[src/rtl/locarb_pkg.sv]
package locarb_pkg;
  localparam int unsigned BIT_VALID = 7;
  localparam int unsigned BIT_ACT   = 5;
  localparam int unsigned BIT_BSZ   = 4;
  localparam int unsigned BIT_SEIZE = 3;
  localparam int unsigned BIT_PEND  = 2;
  localparam int unsigned BIT_REQ   = 1;
  localparam logic [7:0]  NO_OWNER  = 8'hFF;
  localparam logic [7:0]  BAD_SEL   = 8'hFF;
endpackage

[src/rtl/locarb_pick.sv]
module locarb_pick #(
  parameter int NUM_LOC = 5,
  parameter int IDX_W   = 3
) (
  input  logic [NUM_LOC-1:0] vec,
  output logic               found,
  output logic [IDX_W-1:0]   idx
);
  always_comb begin
    found = 1'b0;
    idx   = '0;
    for (int i = 0; i < NUM_LOC; i++) begin
      if (vec[i]) begin
        found = 1'b1;
        idx   = IDX_W'(i);
      end
    end
  end
endmodule

[src/rtl/locarb_seize_gate.sv]
module locarb_seize_gate #(
  parameter int NUM_LOC = 5,
  parameter int IDX_W   = 3
) (
  input  logic [IDX_W-1:0]   wsel,
  input  logic [NUM_LOC-1:0] seize_q,
  input  logic               own_vld,
  input  logic [IDX_W-1:0]   own_idx,
  output logic               accept,
  output logic [NUM_LOC-1:0] lower_mask
);
  logic higher_pending;

  always_comb begin
    higher_pending = 1'b0;
    lower_mask     = '0;
    for (int i = 0; i < NUM_LOC; i++) begin
      if (i > int'(wsel)) higher_pending = higher_pending | seize_q[i];
      if (i < int'(wsel)) lower_mask[i] = 1'b1;
    end
  end

  assign accept = (!own_vld || (wsel > own_idx)) && !seize_q[wsel] && !higher_pending;
endmodule

[src/rtl/locarb_readback.sv]
module locarb_readback
  import locarb_pkg::*;
#(
  parameter int NUM_LOC = 5,
  parameter int SEL_W   = 3
) (
  input  logic [SEL_W-1:0]   sel,
  input  logic [NUM_LOC-1:0] act,
  input  logic [NUM_LOC-1:0] bsz,
  input  logic [NUM_LOC-1:0] req,
  output logic [7:0]         rdata
);
  logic others;

  always_comb begin
    others = 1'b0;
    for (int i = 0; i < NUM_LOC; i++) begin
      if (i != int'(sel)) others = others | req[i];
    end
    rdata = BAD_SEL;
    if (int'(sel) < NUM_LOC) begin
      rdata            = '0;
      rdata[BIT_VALID] = 1'b1;
      rdata[BIT_ACT]   = act[sel];
      rdata[BIT_BSZ]   = bsz[sel];
      rdata[BIT_PEND]  = others;
      rdata[BIT_REQ]   = req[sel];
    end
  end
endmodule

[src/rtl/locarb_top.sv]
module locarb_top
  import locarb_pkg::*;
#(
  parameter int NUM_LOC    = 5,
  parameter int SEL_W      = 3,
  parameter int LOCKED_LOC = NUM_LOC - 1
) (
  input  logic             clk,
  input  logic             rst_n,
  input  logic             acc_wr,
  input  logic [SEL_W-1:0] acc_sel,
  input  logic [7:0]       acc_wdata,
  output logic [7:0]       acc_rdata,
  input  logic             busy,
  output logic [7:0]       owner_id,
  output logic             loc_chg,
  output logic [SEL_W-1:0] loc_chg_id
);
  localparam int IDX_W = $clog2(NUM_LOC);

  logic [NUM_LOC-1:0] act_q, req_q, sz_q, bsz_q;
  logic [NUM_LOC-1:0] n_act, n_req, n_sz, n_bsz;
  logic [IDX_W-1:0]   own_q, n_own, htgt_q, n_htgt, chgid_q, n_chgid;
  logic               own_vld_q, n_vld, hold_q, n_hold, hsz_q, n_hsz, chg_q, n_chg;

  logic [IDX_W-1:0]   wsel;
  logic               wr_ok, is_owner;
  logic               pick_found;
  logic [IDX_W-1:0]   pick_idx;
  logic               seize_ok;
  logic [NUM_LOC-1:0] lower_mask;

  assign wsel     = acc_sel[IDX_W-1:0];
  assign wr_ok    = acc_wr && (int'(acc_sel) < NUM_LOC) && (int'(acc_sel) != LOCKED_LOC);
  assign is_owner = own_vld_q && (own_q == wsel);

  locarb_pick #(.NUM_LOC(NUM_LOC), .IDX_W(IDX_W)) u_pick (
    .vec(req_q), .found(pick_found), .idx(pick_idx)
  );

  locarb_seize_gate #(.NUM_LOC(NUM_LOC), .IDX_W(IDX_W)) u_gate (
    .wsel(wsel), .seize_q(sz_q), .own_vld(own_vld_q), .own_idx(own_q),
    .accept(seize_ok), .lower_mask(lower_mask)
  );

  locarb_readback #(.NUM_LOC(NUM_LOC), .SEL_W(SEL_W)) u_rd (
    .sel(acc_sel), .act(act_q), .bsz(bsz_q), .req(req_q), .rdata(acc_rdata)
  );

  logic [7:0]       d;
  logic             cmd_v, cmd_sz, grant, drop;
  logic [IDX_W-1:0] cmd_t;
  logic             go_v, go_sz;
  logic [IDX_W-1:0] go_t;

  always_comb begin
    n_act = act_q; n_req = req_q; n_sz = sz_q; n_bsz = bsz_q;
    n_own = own_q; n_vld = own_vld_q;
    n_hold = hold_q; n_htgt = htgt_q; n_hsz = hsz_q;
    n_chg = 1'b0; n_chgid = chgid_q;
    cmd_v = 1'b0; cmd_t = '0; cmd_sz = 1'b0; grant = 1'b0; drop = 1'b0;

    d = acc_wdata;
    if (d[BIT_SEIZE]) begin
      d[BIT_REQ] = 1'b0;
      d[BIT_ACT] = 1'b0;
    end

    if (wr_ok) begin
      if (d[BIT_ACT]) begin
        if (is_owner) begin
          if (!hold_q) begin
            if (pick_found) begin
              cmd_v = 1'b1;
              cmd_t = pick_idx;
            end else begin
              drop = 1'b1;
            end
          end
        end else begin
          n_req[wsel] = 1'b0;
        end
      end
      if (d[BIT_BSZ]) n_bsz[wsel] = 1'b0;
      if (d[BIT_SEIZE] && seize_ok) begin
        n_sz       = sz_q & ~lower_mask;
        n_sz[wsel] = 1'b1;
        cmd_v      = 1'b1;
        cmd_t      = wsel;
        cmd_sz     = 1'b1;
      end
      if (d[BIT_REQ] && !is_owner) begin
        if (!own_vld_q && !hold_q && !cmd_v) begin
          cmd_v = 1'b1;
          cmd_t = wsel;
          grant = 1'b1;
        end else begin
          n_req[wsel] = 1'b1;
        end
      end
    end

    go_v  = cmd_v || hold_q;
    go_t  = cmd_v ? cmd_t  : htgt_q;
    go_sz = cmd_v ? cmd_sz : hsz_q;

    if (go_v && (!busy || grant)) begin
      if (own_vld_q && (own_q != go_t)) begin
        n_act[own_q] = 1'b0;
        if (go_sz) n_bsz[own_q] = 1'b1;
        else       n_req[own_q] = 1'b0;
      end
      n_own        = go_t;
      n_vld        = 1'b1;
      n_act[go_t]  = 1'b1;
      n_req[go_t]  = 1'b0;
      n_sz[go_t]   = 1'b0;
      n_hold       = 1'b0;
      if (!own_vld_q || (own_q != go_t)) begin
        n_chg   = 1'b1;
        n_chgid = go_t;
      end
    end else if (go_v) begin
      n_hold = 1'b1;
      n_htgt = go_t;
      n_hsz  = go_sz;
    end

    if (drop) begin
      n_act[own_q] = 1'b0;
      n_req[own_q] = 1'b0;
      n_vld        = 1'b0;
    end
  end

  always_ff @(posedge clk) begin
    if (!rst_n) begin
      act_q <= '0; req_q <= '0; sz_q <= '0; bsz_q <= '0;
      own_q <= '0; own_vld_q <= 1'b0;
      hold_q <= 1'b0; htgt_q <= '0; hsz_q <= 1'b0;
      chg_q <= 1'b0; chgid_q <= '0;
    end else begin
      act_q <= n_act; req_q <= n_req; sz_q <= n_sz; bsz_q <= n_bsz;
      own_q <= n_own; own_vld_q <= n_vld;
      hold_q <= n_hold; htgt_q <= n_htgt; hsz_q <= n_hsz;
      chg_q <= n_chg; chgid_q <= n_chgid;
    end
  end

  assign owner_id   = own_vld_q ? 8'(own_q) : NO_OWNER;
  assign loc_chg    = chg_q;
  assign loc_chg_id = SEL_W'(chgid_q);
endmodule

[config.mk]
export PLATFORM = sky130hd
export DESIGN_NAME = locarb_top
export DESIGN_NICKNAME = d
export VERILOG_FILES = /design/src/rtl/locarb_pkg.sv /design/src/rtl/locarb_pick.sv /design/src/rtl/locarb_seize_gate.sv /design/src/rtl/locarb_readback.sv /design/src/rtl/locarb_top.sv
export SDC_FILE = /design/constraint.sdc
export NUM_CORES = 1
export LEC_CHECK = 0
export BUFFER_PORTS_ARGS = -buffer_cell sky130_fd_sc_hd__buf_2
export CAP_MARGIN = 25
export CELL_PAD_IN_SITES_DETAIL_PLACEMENT = 1
export CELL_PAD_IN_SITES_GLOBAL_PLACEMENT = 2
export CORE_MARGIN = 2
export CORE_UTILIZATION = 38
export CTS_BUF_LIST = sky130_fd_sc_hd__clkbuf_4
export CTS_CLUSTER_SIZE = 20
export DETAILED_ROUTE_END_ITERATION = 8
export GPL_TIMING_DRIVEN = 0
export PLACE_DENSITY = 0.87
export SLEW_MARGIN = 20
export SYNTH_ARGS = -nofsm -noshare
export SYNTH_HDL_FRONTEND = slang
export SYNTH_HIERARCHICAL = 1
export SYNTH_SLANG_ARGS = --single-unit
[constraint.sdc]
create_clock -name clk -period 8.3 [get_ports clk]
set_input_delay 0.83 -clock clk [delete_from_list [all_inputs] [get_ports clk]]
set_output_delay 0.83 -clock clk [all_outputs]
set_load 0.005 [all_outputs]
-- Word level (Yosys, flattened, before mapping)
Index checks and enable logic that the tools add are counted.
- memories kept: 0
- word-level logic and storage cells: 186
- latch bits: 0
- ROM bits: 0
- output and inout port bits: 20
- memory bits (writable): 0
- register bits after elaboration: 33
- $add $sub $neg: 0
- shift-type cells: 0
- equality and inequality tests: 7
- reductions and logical operators: 31
- div/mod/pow operators: 0
- muxes and demuxes: 94
- order comparisons: 17
- $mul: 0
- bitwise gates (word level): 26
- operators by type and width (cell ; count):
    $mux 5 ; 23
    $mux 1 ; 50
    $and 5x5->5 ; 9
    $mux 3 ; 10
    $not 5->5 ; 4
    $or 5x5->5 ; 4
    $logic_and 1x1->1 ; 14
    $bmux 1 s3 ; 4
    $lt 3x4->1 const B ; 3
    $demux 1 s3 ; 3
    $ge 3x1->1 const B ; 3
    $ne 3x3->1 const A ; 3
    $mux 8 ; 1
    $logic_not 1->1 ; 7
    $mux 7 ; 1
    $or 1x1->1 ; 7
    $gt 2x3->1 const A ; 2
    $lt 1x3->1 const A ; 2
    $lt 2x3->1 const A ; 2
    $reduce_and 2->1 ; 3
    $logic_or 1x1->1 ; 4
    $mux 2 ; 2
    $reduce_or 2->1 ; 2
    $eq 3x3->1 ; 1
    10 further kinds ; 11

-- Depth between registers and ports, before layout
- depth in word-level cells: 28
- gate-level depth with buffers: 13
- mapped depth without buffers: 13

-- Modules after synthesis
The synthesis kept the hierarchy.
- by module, submodules not included (module ; area each (um^2) ; seq. area each (um^2) ; times used ; cells each):
    locarb_top ; 1973.1 ; 660.6 ; 1 ; 239
    locarb_readback ; 264.0 ; 0.0 ; 1 ; 36
    locarb_seize_gate ; 163.9 ; 0.0 ; 1 ; 22
    locarb_pick ; 42.5 ; 0.0 ; 1 ; 8

-- Worst setup path before layout
No wires, ideal clock.
- path type: input-to-reg
- start: in acc_sel[1]
- end: reg chgid_q[0], in the netlist loc_chg_id[0]
- stages on the path: 12
- required time: 8228 ps
- path buffers: 0
- arrival: 3239 ps
- library setup time: 72 ps
- setup slack: 4989 ps
- cells stage by stage: ha_1 nor2b_1 o21a_1 o21ai_0 a21oi_1 and2_1 o21ai_1 o211ai_2 and3_4 nor4b_4 a21o_1 mux2i_1
- cells in the longest elaborated chain, start to end: 22
- elaborated cells on any way between the ends: 53
- classes of those cells: 6 x order compare; 3 x eq/ne; 23 x mux; 3 x bitwise; 18 x reduce/logical
- RTL lines (element ; RTL line ; RTL):
    from (decl) ; locarb_top.sv:11 ; input logic [SEL_W-1:0] acc_sel,
    $gt 1x3->1 ; locarb_seize_gate.sv:18 ; if (i > int'(wsel)) higher_pending = higher_pending | seize_q[i];
    $mux 1 ; locarb_seize_gate.sv:18 ;
    $or 1x1->1 ; locarb_seize_gate.sv:18 ;
    $mux 1 ; locarb_seize_gate.sv:18 ;
    $or 1x1->1 ; locarb_seize_gate.sv:18 ;
    $mux 1 ; locarb_seize_gate.sv:18 ;
    $or 1x1->1 ; locarb_seize_gate.sv:18 ;
    $mux 1 ; locarb_seize_gate.sv:18 ;
    [... 2 more ...] ; - ;
    named net seize_ok ; locarb_top.sv:30 ; logic seize_ok;
    [... 4 more ...] ; - ;
    $logic_and 1x1->1 ; locarb_top.sv:93 ; if (!own_vld_q && !hold_q && !cmd_v) begin
    $mux 3 / $mux 1 (equally long branches) ; locarb_top.sv:93 ;
    $mux 3 / $mux 1 (equally long branches) ; locarb_top.sv:92 ; if (d[BIT_REQ] && !is_owner) begin
    $mux 3 / $mux 1 (equally long branches) ; locarb_top.sv:69 ; if (wr_ok) begin
    $mux 3 ; locarb_top.sv:104 ; go_t = cmd_v ? cmd_t : htgt_q;
    $ne 3x3->1 ; locarb_top.sv:119 ; if (!own_vld_q || (own_q != go_t)) begin
    $logic_or 1x1->1 ; locarb_top.sv:119 ;
    $reduce_and 2->1 (no line) ; - ;
    to (signal assigned) ; locarb_top.sv:146 ; chg_q <= n_chg; chgid_q <= n_chgid;
    to (decl) ; locarb_top.sv:23 ; logic [IDX_W-1:0] own_q, n_own, htgt_q, n_htgt, chgid_q, n_chgid;
The timed path passes the listed nets; every way through them passes the cells marked *. The select of a mux whose other input is x is not followed.
A chain may end at the register's enable or synchronous reset.

-- Worst setup path after layout
- start: in acc_sel[1]
- end: reg bsz_q[3]
- cells in the longest elaborated chain, start to end: 23
- elaborated cells on any way between the ends: 68
- classes of those cells: 8 x order compare; 3 x eq/ne; 33 x mux; 6 x bitwise; 18 x reduce/logical
- RTL lines (element ; RTL line ; RTL):
    $gt 1x3->1 ; locarb_seize_gate.sv:18 ;
    $mux 1 ; locarb_seize_gate.sv:18 ;
    $or 1x1->1 ; locarb_seize_gate.sv:18 ;
    $mux 1 ; locarb_seize_gate.sv:18 ;
    $or 1x1->1 ; locarb_seize_gate.sv:18 ;
    $mux 1 ; locarb_seize_gate.sv:18 ;
    $or 1x1->1 ; locarb_seize_gate.sv:18 ;
    $mux 1 ; locarb_seize_gate.sv:18 ;
    [... 2 more ...] ; - ;
    named net seize_ok ; locarb_top.sv:30 ;
    [... 5 more ...] ; - ;
    $mux 3 / $mux 1 (equally long branches) ; locarb_top.sv:93 ;
    $mux 3 / $mux 1 (equally long branches) ; locarb_top.sv:92 ;
    $mux 3 / $mux 1 (equally long branches) ; locarb_top.sv:69 ;
    $mux 3 ; locarb_top.sv:104 ;
    $ne 3x3->1 ; locarb_top.sv:108 ; if (own_vld_q && (own_q != go_t)) begin
    $logic_and 1x1->1 ; locarb_top.sv:108 ;
    $mux 5 ; locarb_top.sv:108 ;
    $mux 5 (*) ; locarb_top.sv:107 ; if (go_v && (!busy || grant)) begin
    to (signal assigned) ; locarb_top.sv:143 ; act_q <= n_act; req_q <= n_req; sz_q <= n_sz; bsz_q <= n_bsz;
    to (decl) ; locarb_top.sv:21 ; logic [NUM_LOC-1:0] act_q, req_q, sz_q, bsz_q;
Marks and branches as above.

==> impl_metrics.yaml <==
outcome:
  outcome: "complete, no violations"
sta:
  tightest_slew_ns: 0.841
  setup_tns_ns: 0
  slew_viol_final: 0
  setup_viol: 0
  fmaxAchievable_ghz: 0.274
  rsz0062_at_grt: "no"
  min_period_over_period_pct: 43.9
  finalClockSkew_ns: 0.00242
  final.setup.worst_slack_ns: 4.66
  period_needed_ns: 3.64
  hold_viol_final: 0
  relSlewSlack_pct: 43.4
logic_synthesis:
  synthXorXnorAreaFrac_pct: 1.08
  synth_top_family_by_area: "compound AO/OA/AOI/OAI gates"
  synth_fa_ha_area_share_pct: 1.54
  netlist_area_um2: 2440
  async_reset_ff_share_pct: 0
  synth.net_count: 323
  syn_avg_cell_area_um2: 8.01
  ys.flop_type: "dfxtp_1"
  synth_edf_count: 0
  synth.area.top_cells: "dfxtp_1, nand2_1, a21oi_1"
  seq_area_frac_synth_pct: 27.0
  synthMuxAreaShare_pct: 3.38
  synthSimpleGateAreaFrac_pct: 26.3
  synth_cell_types: 75
  ys_ff_latch: 33
  ys_warn_count: 6
  synth-compound-area-share_pct: 30.8
  yosys.area.top_type: "dfxtp_1"
  synth_top_area_share_pct: 27.0
  synthCells: 305
floorplanning:
  design.die.area_um2: 7090
  io_pins: 35
  die_w_um: 84.2
  start_util_pct: 38.9
  num_rows: 29
  die_y_um: 84.2
  core_um2: 6280
placement:
  gp_congestion: 0.876
  hpwl_um: 6110
  io_buffers: 28
  place_ws_ns: 4.33
  dp.cells: 410
cells_and_area:
  final_common_cell: "dfxtp_1"
  layout-drive-gt1-share_pct: 24.0
  fill_cells: 796
  diodes: 0
  layout_common_cells: "dfxtp_1, buf_2, nand2_1, nor2_1"
  utilization_pct: 43.6
  nNetsFinal: 358
  instances_no_fill: 418
  synthToLayoutAreaGrowth_pct: 11.9
power:
  seq_power_share_pct: 46.6
  ir_drop_uv: 79.8
  p_int_mw: 0.230
  power.density_nw_per_um2: 130
  switchingPower_mw: 0.126
  sw_frac_of_total_pct: 35.4
  power_mw: 0.356
  p_leak_nw: 1.03
  power_frac_clock_pct: 26.6
  power_frac_comb_pct: 26.8
grt:
  grt_max_degree: 14
  grt_first_pass_wirelength_um: 13000
  grt_pass1_vias: 2526
  antenna_found_initial: 0
  grtUsageTotal_pct: 23.2
  gr-total-overflow: 0
detailed_routing:
  vias: 2409
  routedWlPerCell_um: 18.7
  vias_per_cell: 5.76
  drc: 0
  dr.pass1.iters: 4
  drtIter0Drc: 115
  wirelength_um: 7830
  ant_nets: 0
worst_setup_path:
  reg2reg_depth: 13
  crit_type: "primary input to register"
  critPathSlowestCell: "nor4b_4"
  cp.arrival_ns: 3.90
  cpMostUsedCell: "o21a_1"
  path_depth: 13
  reg2reg_setup_slack_ns: 4.85
  worstReg2RegStart: "own_q[1]$_SDFFE_PN0P_"
  crit_fanout: 9
  max_stage_delay_ns: 0.64
  endpoint_kind: "register"
  path_cells: "buf_2 -> ha_1 -> nor2b_1 -> o21a_1 -> o21ai_0 -> a21oi_1 -> and2_1 -> o21ai_1 -> o211ai_2 -> and3_4 -> nor4b_4 -> a2111oi_0 -> o21a_1"
  startpoint_type: "primary input"
  critPathBufInv: 1
  r2r_end: "bsz_q[3]$_SDFF_PN0_"
  crit_family: "compound AO/OA/AOI/OAI gates"
  required_ns: 8.56
clocking:
  ctsHoldBuffers: 0
  clk_pin_slew_worst_paths_ns: 0.11
  cts_tree: "done"
  htree_levels: 2
  clk_path_buf_depth: 2
  clk_latency_ns: 0.35
  post_cts_resized: 0
  clk_root_buffer_cell: "clkbuf_4"
  numClockSinks: 33
  cts_made_buffers: 5
  post_cts_buffers: 0
worst_hold_path:
  worstHoldPathCells: 2
  min_to: "loc_chg_id[0]$_SDFFE_PN0P_"
  min_from: "loc_chg_id[0]$_SDFFE_PN0P_"
  min_path_type: "register to register"
flow_run:
  maxCapViolations: 0
[final cells by class]
class | count | area (um2) | share of cell area, %
well taps | 77 | 96.3 | 3.52
multi-input cells | 226 | 1550 | 56.5
repair buffers | 28 | 140 | 5.12
plain buffers | 26 | 163 | 5.95
flip-flops and latches | 33 | 661 | 24.2
inverters | 20 | 75.1 | 2.74
clock inverters | 3 | 17.5 | 0.640
clock buffers | 5 | 37.5 | 1.37
[cell usage after synthesis (all sizes together), types with 2 or more instances]
master	n
clkbuf	9
inv	20
dfxtp	33
mux2	2
a21o	5
or3	2
a211oi	7
a32oi	3
xnor2	3
ha	3
and3	3
mux2i	6
buf	17
a22o	2
nor4b	4
o21ai	12
nor4	3
a41oi	4
and2	3
nor3	10
nor2b	7
o31ai	3
a2111oi	2
o21a	10
nand3b	4
a22oi	4
a311oi	3
a221oi	2
o22ai	2
nand2	32
a21oi	22
nand3	10
nand4	5
a31oi	3
nor2	20
and4	3
o211ai	3
nand2b	4
[sequential cells by signal, summed over array words and instances (netlist names)]
signal	flops
sz_q	5
hold_q	1
req_q	5
loc_chg	1
own_vld_q	1
bsz_q	5
hsz_q	1
loc_chg_id	3
act_q	5
own_q	3
htgt_q	3
[power groups by stage]
stage	clock [mW]	sequential (mW)	combinational, mW
2_1_floorplan	0	0.168	0.0652
3_3_place_gp	0	0.169	0.0929
3_5_place_dp	0	0.169	0.0949
4_1_cts	0.0975	0.166	0.0952
5_1_grt	0.107	0.166	0.105
6_report	0.0947	0.166	0.0956
[routing by layer]
metal  GRT usage, %  part of all wire, %  vias to the layer above
met4           8.65                  2.5                        0
met2           39.0                   48                       54
met1           30.4                   45                     1152
li1               -                    -                     1188
met3           2.75                  3.8                       15
met5              0                    0                        -
[how the worst max path moves through the flow]
stage / start / endpoint / slack [ns]
3_3_place_gp: acc_sel[1] / bsz_q[3]$_SDFF_PN0_ / 4.36
4_1_cts: acc_sel[1] / bsz_q[3]$_SDFF_PN0_ / 4.71
5_1_grt: acc_sel[1] / bsz_q[3]$_SDFF_PN0_ / 4.48
3_5_place_dp: acc_sel[1] / bsz_q[3]$_SDFF_PN0_ / 4.33
2_1_floorplan: acc_sel[1] / loc_chg_id[0]$_SDFFE_PN0P_ / 4.99
6_report: acc_sel[1] / bsz_q[3]$_SDFF_PN0_ / 4.66
[kinds of logic (layout without fill, tap and decap cells)]
logic type               Yosys count  after routing
AND/OR/NAND/NOR                  115            115
AO/OA/AOI/OAI                     96             96
flip-flops                        33             33
adder cells (fa/ha/maj)            3              3
other                              1              1
multiplexers                       8              8
buffers and inverters             46             82
XOR/XNOR                           3              3
[worst min-delay path, stage by stage, from the launching register on]
cell and delay [ns]:
dfxtp_1 0.33, nand2_1 0.05, mux2i_1 0.06
[stage by stage]
stage               cell area (um2)  hold slack, ns
floorplan                      2440           0.430
global placement               2680           0.446
detailed placement             2680           0.456
CTS                            2740           0.474
global route                   2740           0.487
finish                         2740           0.468
No activity file was read; power rests on OpenSTA's default activity.
